File: src/rtl/clkroot_pkg.sv
package clkroot_pkg;
  localparam int CKR_DIV_W   = 8;
  localparam int CKR_NSRC    = 4;
  localparam int CKR_SEL_W   = $clog2(CKR_NSRC);
  localparam int CKR_DATA_W  = 32;
  localparam int CKR_ADDR_W  = 2;
  localparam int CKR_SEL_LSB = 8;
  localparam int CKR_OFF_BIT = 24;
  localparam logic [CKR_ADDR_W-1:0] CKR_A_CTRL = 2'd0;
  localparam logic [CKR_ADDR_W-1:0] CKR_A_STAT = 2'd1;

  typedef struct packed {
    logic                 off;
    logic [CKR_SEL_W-1:0] sel;
    logic [CKR_DIV_W-1:0] div;
  } ckr_cfg_t;
endpackage

File: src/rtl/clkroot_regs.sv
module clkroot_regs
  import clkroot_pkg::*;
(
  input  logic                  clk,
  input  logic                  rst_n,
  input  logic                  wr_en,
  input  logic [CKR_ADDR_W-1:0] addr,
  input  logic [CKR_DATA_W-1:0] wdata,
  input  logic                  changing,
  output ckr_cfg_t              cfg,
  output logic [CKR_DATA_W-1:0] rdata
);
  ckr_cfg_t cfg_q, cfg_d;
  logic     ctrl_we;

  assign ctrl_we = wr_en && (addr == CKR_A_CTRL);

  always_comb begin
    cfg_d = cfg_q;
    if (ctrl_we) begin
      cfg_d.div = wdata[CKR_DIV_W-1:0];
      cfg_d.sel = wdata[CKR_SEL_LSB +: CKR_SEL_W];
      cfg_d.off = wdata[CKR_OFF_BIT];
    end
  end

  always_ff @(posedge clk or negedge rst_n) begin
    if (!rst_n) cfg_q <= '0;
    else        cfg_q <= cfg_d;
  end

  always_comb begin
    rdata = '0;
    case (addr)
      CKR_A_CTRL: begin
        rdata[CKR_DIV_W-1:0]            = cfg_q.div;
        rdata[CKR_SEL_LSB +: CKR_SEL_W] = cfg_q.sel;
        rdata[CKR_OFF_BIT]              = cfg_q.off;
      end
      CKR_A_STAT: rdata[0] = changing;
      default:    rdata = '0;
    endcase
  end

  assign cfg = cfg_q;

  // status-address writes never disturb the control word
  a_r10_stat_write_ignored: assert property (@(posedge clk) disable iff (!rst_n)
    (wr_en && addr == CKR_A_STAT) |=> (cfg_q == $past(cfg_q)));
endmodule

File: src/rtl/clkroot_seq.sv
module clkroot_seq
  import clkroot_pkg::*;
(
  input  logic     clk,
  input  logic     rst_n,
  input  ckr_cfg_t target,
  input  logic     term,
  output ckr_cfg_t active,
  output logic     cnt_clr,
  output logic     draining,
  output logic     changing
);
  typedef enum logic {SQ_RUN, SQ_DRAIN} sq_state_t;

  sq_state_t st_q, st_d;
  ckr_cfg_t  act_q, act_d;
  logic      differs;

  assign differs = (target != act_q);

  always_comb begin
    st_d    = st_q;
    act_d   = act_q;
    cnt_clr = 1'b0;
    case (st_q)
      SQ_RUN: begin
        if (differs) begin
          cnt_clr = 1'b1;
          if (act_q.off) act_d = target;
          else           st_d  = SQ_DRAIN;
        end
      end
      SQ_DRAIN: begin
        if (term) begin
          act_d   = target;
          cnt_clr = 1'b1;
          st_d    = SQ_RUN;
        end
      end
      default: st_d = SQ_RUN;
    endcase
  end

  always_ff @(posedge clk or negedge rst_n) begin
    if (!rst_n) begin
      st_q  <= SQ_RUN;
      act_q <= '0;
    end else begin
      st_q  <= st_d;
      act_q <= act_d;
    end
  end

  assign active   = act_q;
  assign draining = (st_q == SQ_DRAIN);
  assign changing = draining || differs;
endmodule

File: src/rtl/clkroot_div.sv
module clkroot_div
  import clkroot_pkg::*;
#(
  parameter int NSRC  = CKR_NSRC,
  parameter int DIV_W = CKR_DIV_W,
  localparam int SEL_W = $clog2(NSRC)
)(
  input  logic             clk,
  input  logic             rst_n,
  input  logic [NSRC-1:0]  src_tick,
  input  logic [SEL_W-1:0] sel,
  input  logic [DIV_W-1:0] div,
  input  logic             clr,
  input  logic             gate,
  output logic             term,
  output logic             pulse
);
  logic [DIV_W-1:0] cnt_q, cnt_d;
  logic             tick;
  logic             pulse_q, pulse_d;

  assign tick = src_tick[sel];
  assign term = tick && (cnt_q == div);

  always_comb begin
    cnt_d = cnt_q;
    if (clr)       cnt_d = '0;
    else if (term) cnt_d = '0;
    else if (tick) cnt_d = cnt_q + 1'b1;
    pulse_d = term && gate;
  end

  always_ff @(posedge clk or negedge rst_n) begin
    if (!rst_n) begin
      cnt_q   <= '0;
      pulse_q <= 1'b0;
    end else begin
      cnt_q   <= cnt_d;
      pulse_q <= pulse_d;
    end
  end

  assign pulse = pulse_q;

  // the period counter never runs past the applied ratio field
  a_r3_cnt_bound: assert property (@(posedge clk) disable iff (!rst_n)
    cnt_q <= div);
endmodule

File: src/rtl/clkroot_slice.sv
module clkroot_slice
  import clkroot_pkg::*;
#(
  parameter int NSRC  = CKR_NSRC,
  parameter int DIV_W = CKR_DIV_W
)(
  input  logic                  clk,
  input  logic                  rst_n,
  input  logic [NSRC-1:0]       src_tick,
  input  logic                  wr_en,
  input  logic [CKR_ADDR_W-1:0] addr,
  input  logic [CKR_DATA_W-1:0] wdata,
  output logic [CKR_DATA_W-1:0] rdata,
  output logic                  root_tick
);
  logic [1:0] rst_sync_q;
  logic       rst_i;
  ckr_cfg_t   tgt_cfg, act_cfg;
  logic       changing, draining, cnt_clr, term, gate;

  always_ff @(posedge clk or negedge rst_n) begin
    if (!rst_n) rst_sync_q <= 2'b00;
    else        rst_sync_q <= {rst_sync_q[0], 1'b1};
  end
  assign rst_i = rst_sync_q[1];

  clkroot_regs u_regs (
    .clk(clk), .rst_n(rst_i), .wr_en(wr_en), .addr(addr), .wdata(wdata),
    .changing(changing), .cfg(tgt_cfg), .rdata(rdata)
  );

  clkroot_seq u_seq (
    .clk(clk), .rst_n(rst_i), .target(tgt_cfg), .term(term),
    .active(act_cfg), .cnt_clr(cnt_clr), .draining(draining), .changing(changing)
  );

  assign gate = !draining && !act_cfg.off;

  clkroot_div #(.NSRC(NSRC), .DIV_W(DIV_W)) u_div (
    .clk(clk), .rst_n(rst_i), .src_tick(src_tick), .sel(act_cfg.sel),
    .div(act_cfg.div), .clr(cnt_clr), .gate(gate), .term(term), .pulse(root_tick)
  );

  // no output tick is produced out of a drain cycle
  a_r6_quiet_in_drain: assert property (@(posedge clk) disable iff (!rst_i)
    $past(draining) |-> !root_tick);

  // a root that is switched off stays low
  a_r9_off_low: assert property (@(posedge clk) disable iff (!rst_i)
    $past(act_cfg.off) |-> !root_tick);
endmodule

File: config.mk
export PLATFORM = sky130hd
export DESIGN_NAME = clkroot_slice
export DESIGN_NICKNAME = d
export VERILOG_FILES = /design/src/rtl/clkroot_pkg.sv /design/src/rtl/clkroot_regs.sv /design/src/rtl/clkroot_seq.sv /design/src/rtl/clkroot_div.sv /design/src/rtl/clkroot_slice.sv
export SDC_FILE = /design/constraint.sdc
export NUM_CORES = 1
export LEC_CHECK = 0
export BUFFER_PORTS_ARGS = -buffer_cell sky130_fd_sc_hd__clkbuf_2
export CAP_MARGIN = 20
export CORE_MARGIN = 1.5
export CORE_UTILIZATION = 53
export CTS_CLUSTER_DIAMETER = 30
export DETAILED_ROUTE_END_ITERATION = 8
export PLACE_DENSITY = 0.9
export SYNTH_ARGS = -nofsm -noshare
export SYNTH_HDL_FRONTEND = slang
export SYNTH_SLANG_ARGS = --single-unit
File: constraint.sdc
create_clock -name clk -period 3.7 [get_ports clk]
set_input_delay 1.11 -clock clk [delete_from_list [all_inputs] [get_ports clk]]
set_output_delay 1.11 -clock clk [all_outputs]
set_load 0.02 [all_outputs]
==> results of run 1 <==
## kinds of logic (layout without fill, tap and decap cells)
kind of cell	after synthesis	count (layout)	share of synthesized area, %
compound gates	20	20	8.297
xor+xnor	18	18	7.919
fa+ha+maj	2	2	1.257
buf+inv	29	43	9.490
flops	34	34	42.74
mux	25	25	14.52
other cells	2	22	0.3773
simple gates	49	49	15.40
## stage by stage
| stage | util (%) | area [µm²] |
|---|---|---|
| after floorplan | - | 2066 |
| after global placement | 58.09 | 2111 |
| after detailed placement | 58.09 | 2111 |
| after CTS | 61.12 | 2221 |
| after global routing | 61.12 | 2221 |
| final | 61.12 | 2221 |
## power by group through the flow
stage,Clock (mW),Sequential (mW),Combinational [mW]
final,0.327,0.646,0.505
after global routing,0.346,0.667,0.562
after CTS,0.333,0.645,0.508
after detailed placement,0,0.651,0.503
after global placement,0,0.639,0.486
after floorplan,0,0.607,0.449
## worst min path at each step
stage	cells after the start	slack, ns	start	end
floorplan	0	0.33	rst_sync_q[0]	rst_sync_q[1]
global placement	1	0.27	rst_sync_q[1]	u_regs.cfg[6]
detailed placement	1	0.27	rst_sync_q[1]	u_regs.cfg[5]
CTS	1	0.28	rst_sync_q[1]	u_seq.active[5]
global route	1	0.34	rst_sync_q[1]	u_seq.active[5]
finish	1	0.25	rst_sync_q[1]	u_seq.active[5]
## cell usage after synthesis, drive strengths merged, types with 3 or more instances
cell type,n
a21oi,5
a31oi,6
and2,12
buf,22
clkbuf,4
dfrtp,34
inv,3
mux2,22
mux2i,3
nand2,12
nand3,7
nor4,5
or4,4
xor2,18
## critical path: stages, from the launching register on
cell      delay, ns
dfrtp_1        0.47
ha_1           0.34
nor4_4         0.40
and3_2         0.27
a311oi_1       0.11
clkbuf_2       0.17
## routing by layer
layer  track usage [%]  share of wire [%]  vias to the layer above
li1                  -                  -                      659
met1             24.11                 42                      658
met2             29.95                 49                       68
met3             5.458                5.4                       12
met4             10.11                3.1                        0
met5                 0                  0                        -
## registers in the layout (all words and copies together), names as in the netlist
name / flops
u_div.cnt_q: 8
u_seq.draining: 1
u_div.pulse: 1
u_seq.active: 11
rst_sync_q: 2
u_regs.cfg: 11
## area by class of cell
type                       instances  area, µm²
tap                               48      60.06
sequential                        34      850.8
multi-input combinational        136       1026
clock buffer                       8      110.1
fill                             282       1413
inverter                           3      11.26
timing repair buffer              32      162.7
==> run summary, run 1 <==
Syn Inst Count: 179
# hold bufs at CTS: 0
Worst R2R Start: u_seq.active[10]
max-cap viol count: 0
Crit Reg-Reg Endpoint: u_seq.active[1]
Resized cells post-CTS: 0
initial core utilization: 54.79%
Hold WC Path Type: reg -> async
grt total ovfl: 0
Clock power frac: 22.1%
post-synthesis cell area: 1991 µm²
vias post-DR: 1397
#FFs+latches synth: 34
pre-CTS WS: 0.5338 ns
routed len/inst: 13.91 µm
Post-synth EDFFs: 0
Int Pwr: 0.9137 mW
setup ws final: 0.5430 ns
ANT nets after route: 0
sinks on the clock net: 34
HPWL reported at the end of detailed placement: 2647 µm
Reg clk slew, reported paths: 0.07 ns
vias per std cell: 5.352
# rows: 22
fmax: 0.3168 GHz
Initial DRC Count: 35
most frequent cells in the layout: 34 x dfrtp_1, 31 x clkbuf_2, 22 x conb_1, 19 x mux2_2, 18 x xor2_1
first-pass GRT wire length: 5968 µm
Tcrit/Tclk final: 85.32%
Setup Fix Bufs, Post-CTS: 0
Reg2Reg Setup Slack: 1.27 ns
sw frac: 38.14%
path depth of the worst reg2reg path: 5
share of power burned in registers: 43.7%
# diodes: 0
DRC viols: 0
final hold vios: 0
layout cells sized above 1: 32.39%
largest net degree at the start of global routing: 33
syn_area_per_cell: 11.12 µm²
number of port buffers: 31
combinational group share of total power: 34.2%
Max Slew Vio Count: 0
post-synthesis sequential area ratio: 42.74%
Die W: 64.29 µm
total power draw: 1.477 mW
area added between synthesis and finish: 11.57%
final std cells w/o fill: 261
Worst Setup SP: u_seq.active[10]
Synth area leaders: dfrtp_1 43%, mux2_2 11%, buf_4 7.9%, xor2_1 7.9%, and2_1 3.8%
DRT Pass-1 Iters: 4
Synth area leader: dfrtp_1
clock root buffer: clkbuf_8
placed insts: 253
die area: 4133 µm²
final setup violation count: 0
Max Root-Sink Buffers: 2
Slew @ Worst Pin: 0.5132 ns
CP endpoint: rdata[0]
Crit. End Element: output pin
leading cell type in the layout, fill and taps excluded: dfrtp_1
setup_tns: 0 ns
Clock Skews: 0.006483 ns
share of synthesized registers carrying an async set or reset: 100.0%
initial antenna violation count: 0
CTS tree: yes
Max H-tree Level: 2
worst hold slack: 0.2526 ns
RSZ-0062 raised after global routing: false
data required time of the worst path: 2.59 ns
total CTS buffers: 5
run status: finished clean
NumNets Final: 255
crit path max fanout: 6
Worst Setup Start Kind: register
pwr/cell area: 665.1 nW/µm²
Worst Setup Path Type: reg -> out
vias in the first global route: 1268
# IOs: 74
post-layout min period: 3.157 ns
Die H: 64.29 µm
core box area: 3633 µm²
GPL Wtd Cong: 0.8072
Psw: 0.5634 mW
Data arrival, critical path: 2.05 ns
Max IR drop VDD: 367.9 µV
clock insertion delay at the later pin of the skew report: 0.29 ns
Rel. slew slack: 65.66%
wirelength, routed: 3631 µm
YS warnings: 0
Static Leak: 1.051 nW
GRT Util Overall: 19.18%
Netlist cell types: 34
Yosys top cell area share: 42.74%
predominant post-synthesis flop cell: dfrtp_1
Power figures use the tool's default switching activity.
==> run 2: changes to the inputs <==
--- a/config.mk
+++ b/config.mk
@@ -5,13 +5,15 @@
 export SDC_FILE = /design/constraint.sdc
 export NUM_CORES = 1
 export LEC_CHECK = 0
-export BUFFER_PORTS_ARGS = -buffer_cell sky130_fd_sc_hd__clkbuf_2
+export BUFFER_PORTS_ARGS = -buffer_cell sky130_fd_sc_hd__buf_2
 export CAP_MARGIN = 20
 export CORE_MARGIN = 1.5
 export CORE_UTILIZATION = 53
 export CTS_CLUSTER_DIAMETER = 30
 export DETAILED_ROUTE_END_ITERATION = 8
 export PLACE_DENSITY = 0.9
+export RECOVER_POWER = 100
+export SLEW_MARGIN = 25
 export SYNTH_ARGS = -nofsm -noshare
 export SYNTH_HDL_FRONTEND = slang
 export SYNTH_SLANG_ARGS = --single-unit
==> run summary, run 2 (same netlist as run 1, synthesis figures left out) <==
DRT met1 WL: 1505 µm (was 1526 µm)
grt total ovfl: 0 (unchanged)
total CTS buffers: 5 (unchanged)
post-layout min period: 3.233 ns (was 3.157 ns)
pwr/cell area: 659.2 nW/µm² (was 665.1 nW/µm²)
Die W: 64.29 µm (unchanged)
setup_tns: 0 ns (unchanged)
vias per std cell: 5.330 (was 5.352)
DRC viols: 0 (unchanged)
# diodes: 0 (unchanged)
max layer used: met4 (unchanged)
initial antenna violation count: 0 (unchanged)
met2 WL: 1856 µm (was 1796 µm)
number of port buffers: 31 (unchanged)
run status: finished, violations left (was finished clean)
Crit. End Element: output pin (unchanged)
DRT Pass-1 Iters: 4 (unchanged)
largest net degree at the start of global routing: 33 (unchanged)
leading cell type in the layout, fill and taps excluded: dfrtp_1 (unchanged)
Data arrival, critical path: 2.12 ns (was 2.05 ns)
Tcrit/Tclk final: 87.37% (was 85.32%)
RSZ-0062 raised after global routing: false (unchanged)
Worst Setup Path Type: in -> out (was reg -> out)
final hold vios: 0 (unchanged)
pre-CTS WS: 0.5683 ns (was 0.5338 ns)
Max Slew Vio Count: 33 (was 0)
vias in the first global route: 1359 (was 1268)
Max IR drop VDD: 345.7 µV (was 367.9 µV)
crit path max fanout: 11 (was 6)
fmax: 0.3094 GHz (was 0.3168 GHz)
vias post-DR: 1391 (was 1397)
HPWL reported at the end of detailed placement: 2640 µm (was 2647 µm)
max-cap viol count: 1 (was 0)
initial core utilization: 54.79% (unchanged)
# rows: 22 (unchanged)
# hold bufs at CTS: 0 (unchanged)
Setup Fix Bufs, Post-CTS: 0 (unchanged)
Rel. slew slack: -11.89% (was 65.66%)
CTS tree: yes (unchanged)
ANT nets after route: 0 (unchanged)
WL met3: 234 µm (was 196 µm)
Initial DRC Count: 56 (was 35)
Max H-tree Level: 2 (unchanged)
area added between synthesis and finish: 7.668% (was 11.57%)
Worst Setup Start Kind: input port (was register)
core box area: 3633 µm² (unchanged)
sinks on the clock net: 34 (unchanged)
die area: 4133 µm² (unchanged)
wirelength, routed: 3677 µm (was 3631 µm)
most frequent cells in the layout: 34 x dfrtp_1, 26 x buf_2, 22 x conb_1, 18 x xor2_1, 17 x mux2_2 (was 34 x dfrtp_1, 31 x clkbuf_2, 22 x conb_1, 19 x mux2_2, 18 x xor2_1)
clock insertion delay at the later pin of the skew report: 0.29 ns (about the same)
Reg clk slew, reported paths: 0.07 ns (about the same)
clock root buffer: clkbuf_8 (unchanged)
layout cells sized above 1: 26.76% (was 32.39%)
Die H: 64.29 µm (unchanged)
routed len/inst: 14.09 µm (was 13.91 µm)
# IOs: 74 (unchanged)
GPL Wtd Cong: 0.7818 (was 0.8072)
Static Leak: 1.011 nW (was 1.051 nW)
NumNets Final: 255 (unchanged)
Hold WC Path Type: reg -> reg (was reg -> async)
Resized cells post-CTS: 0 (unchanged)
setup ws final: 0.4675 ns (was 0.5430 ns)
data required time of the worst path: 2.59 ns (about the same)
final setup violation count: 0 (unchanged)
failing checks: max-capacitance violations, max-slew violations
first-pass GRT wire length: 6285 µm (was 5968 µm)
Max Root-Sink Buffers: 2 (unchanged)
Slew @ Worst Pin: 1.678 ns (was 0.5132 ns)
GRT Util Overall: 19.95% (was 19.18%)
Clock Skews: 0.002231 ns (was 0.006483 ns)
-- run 2: layout make-up --
| cell class | count | area [µm²] |
|---|---|---|
| Fill cell | 293 | 1490 |
| Multi-Input combinational cell | 136 | 977.2 |
| Sequential cell | 34 | 850.8 |
| Timing Repair Buffer | 32 | 152.6 |
| Clock buffer | 7 | 86.33 |
| Tap cell | 48 | 60.06 |
| Inverter | 3 | 11.26 |
| Clock inverter | 1 | 5.005 |
-- run 2: critical path, cell delays in order --
cell and delay [ns]:
buf_2 0.11, nor2_1 0.47, and2_1 0.21, clkbuf_1 0.22
-- run 2: worst paths after layout --
kind	startpoint	end	slack, ns	cells after the start
setup reg to reg	u_seq.active[10]	u_seq.active[0]	0.57	5
hold / removal	rst_sync_q[0]	rst_sync_q[1]	0.35	0
setup / recovery	addr[1]	rdata[7]	0.47	4
max in group asynchronous	rst_sync_q[1]	u_div.pulse	1.97	1
min in group asynchronous	rst_n	rst_sync_q[1]	0.59	1
hold reg to reg	rst_sync_q[0]	rst_sync_q[1]	0.35	0
-- run 2: stage by stage --
step	power (mW)	area [µm²]	hold slack (ns)	cells	util [%]
after global routing	1.505	2143	0.3678	261	58.99
after floorplan	1.056	2066	0.3312	199	-
after global placement	1.125	2111	0.2717	253	58.09
after detailed placement	1.162	2111	0.2720	253	58.09
final	1.413	2143	0.3537	261	58.99
after CTS	1.453	2202	0.2764	261	60.61
-- run 2: metal layers --
layer,vias to the layer above,GRT usage [%]
met1,663,21.90
met2,65,35.16
met3,8,5.634
met4,0,9.840
li1,655,-
met5,-,0
-- run 2: where the power goes --
group / internal, mW / switching (mW)
Sequential: 0.487 / 0.157
Combinational: 0.224 / 0.257
Clock: 0.150 / 0.137
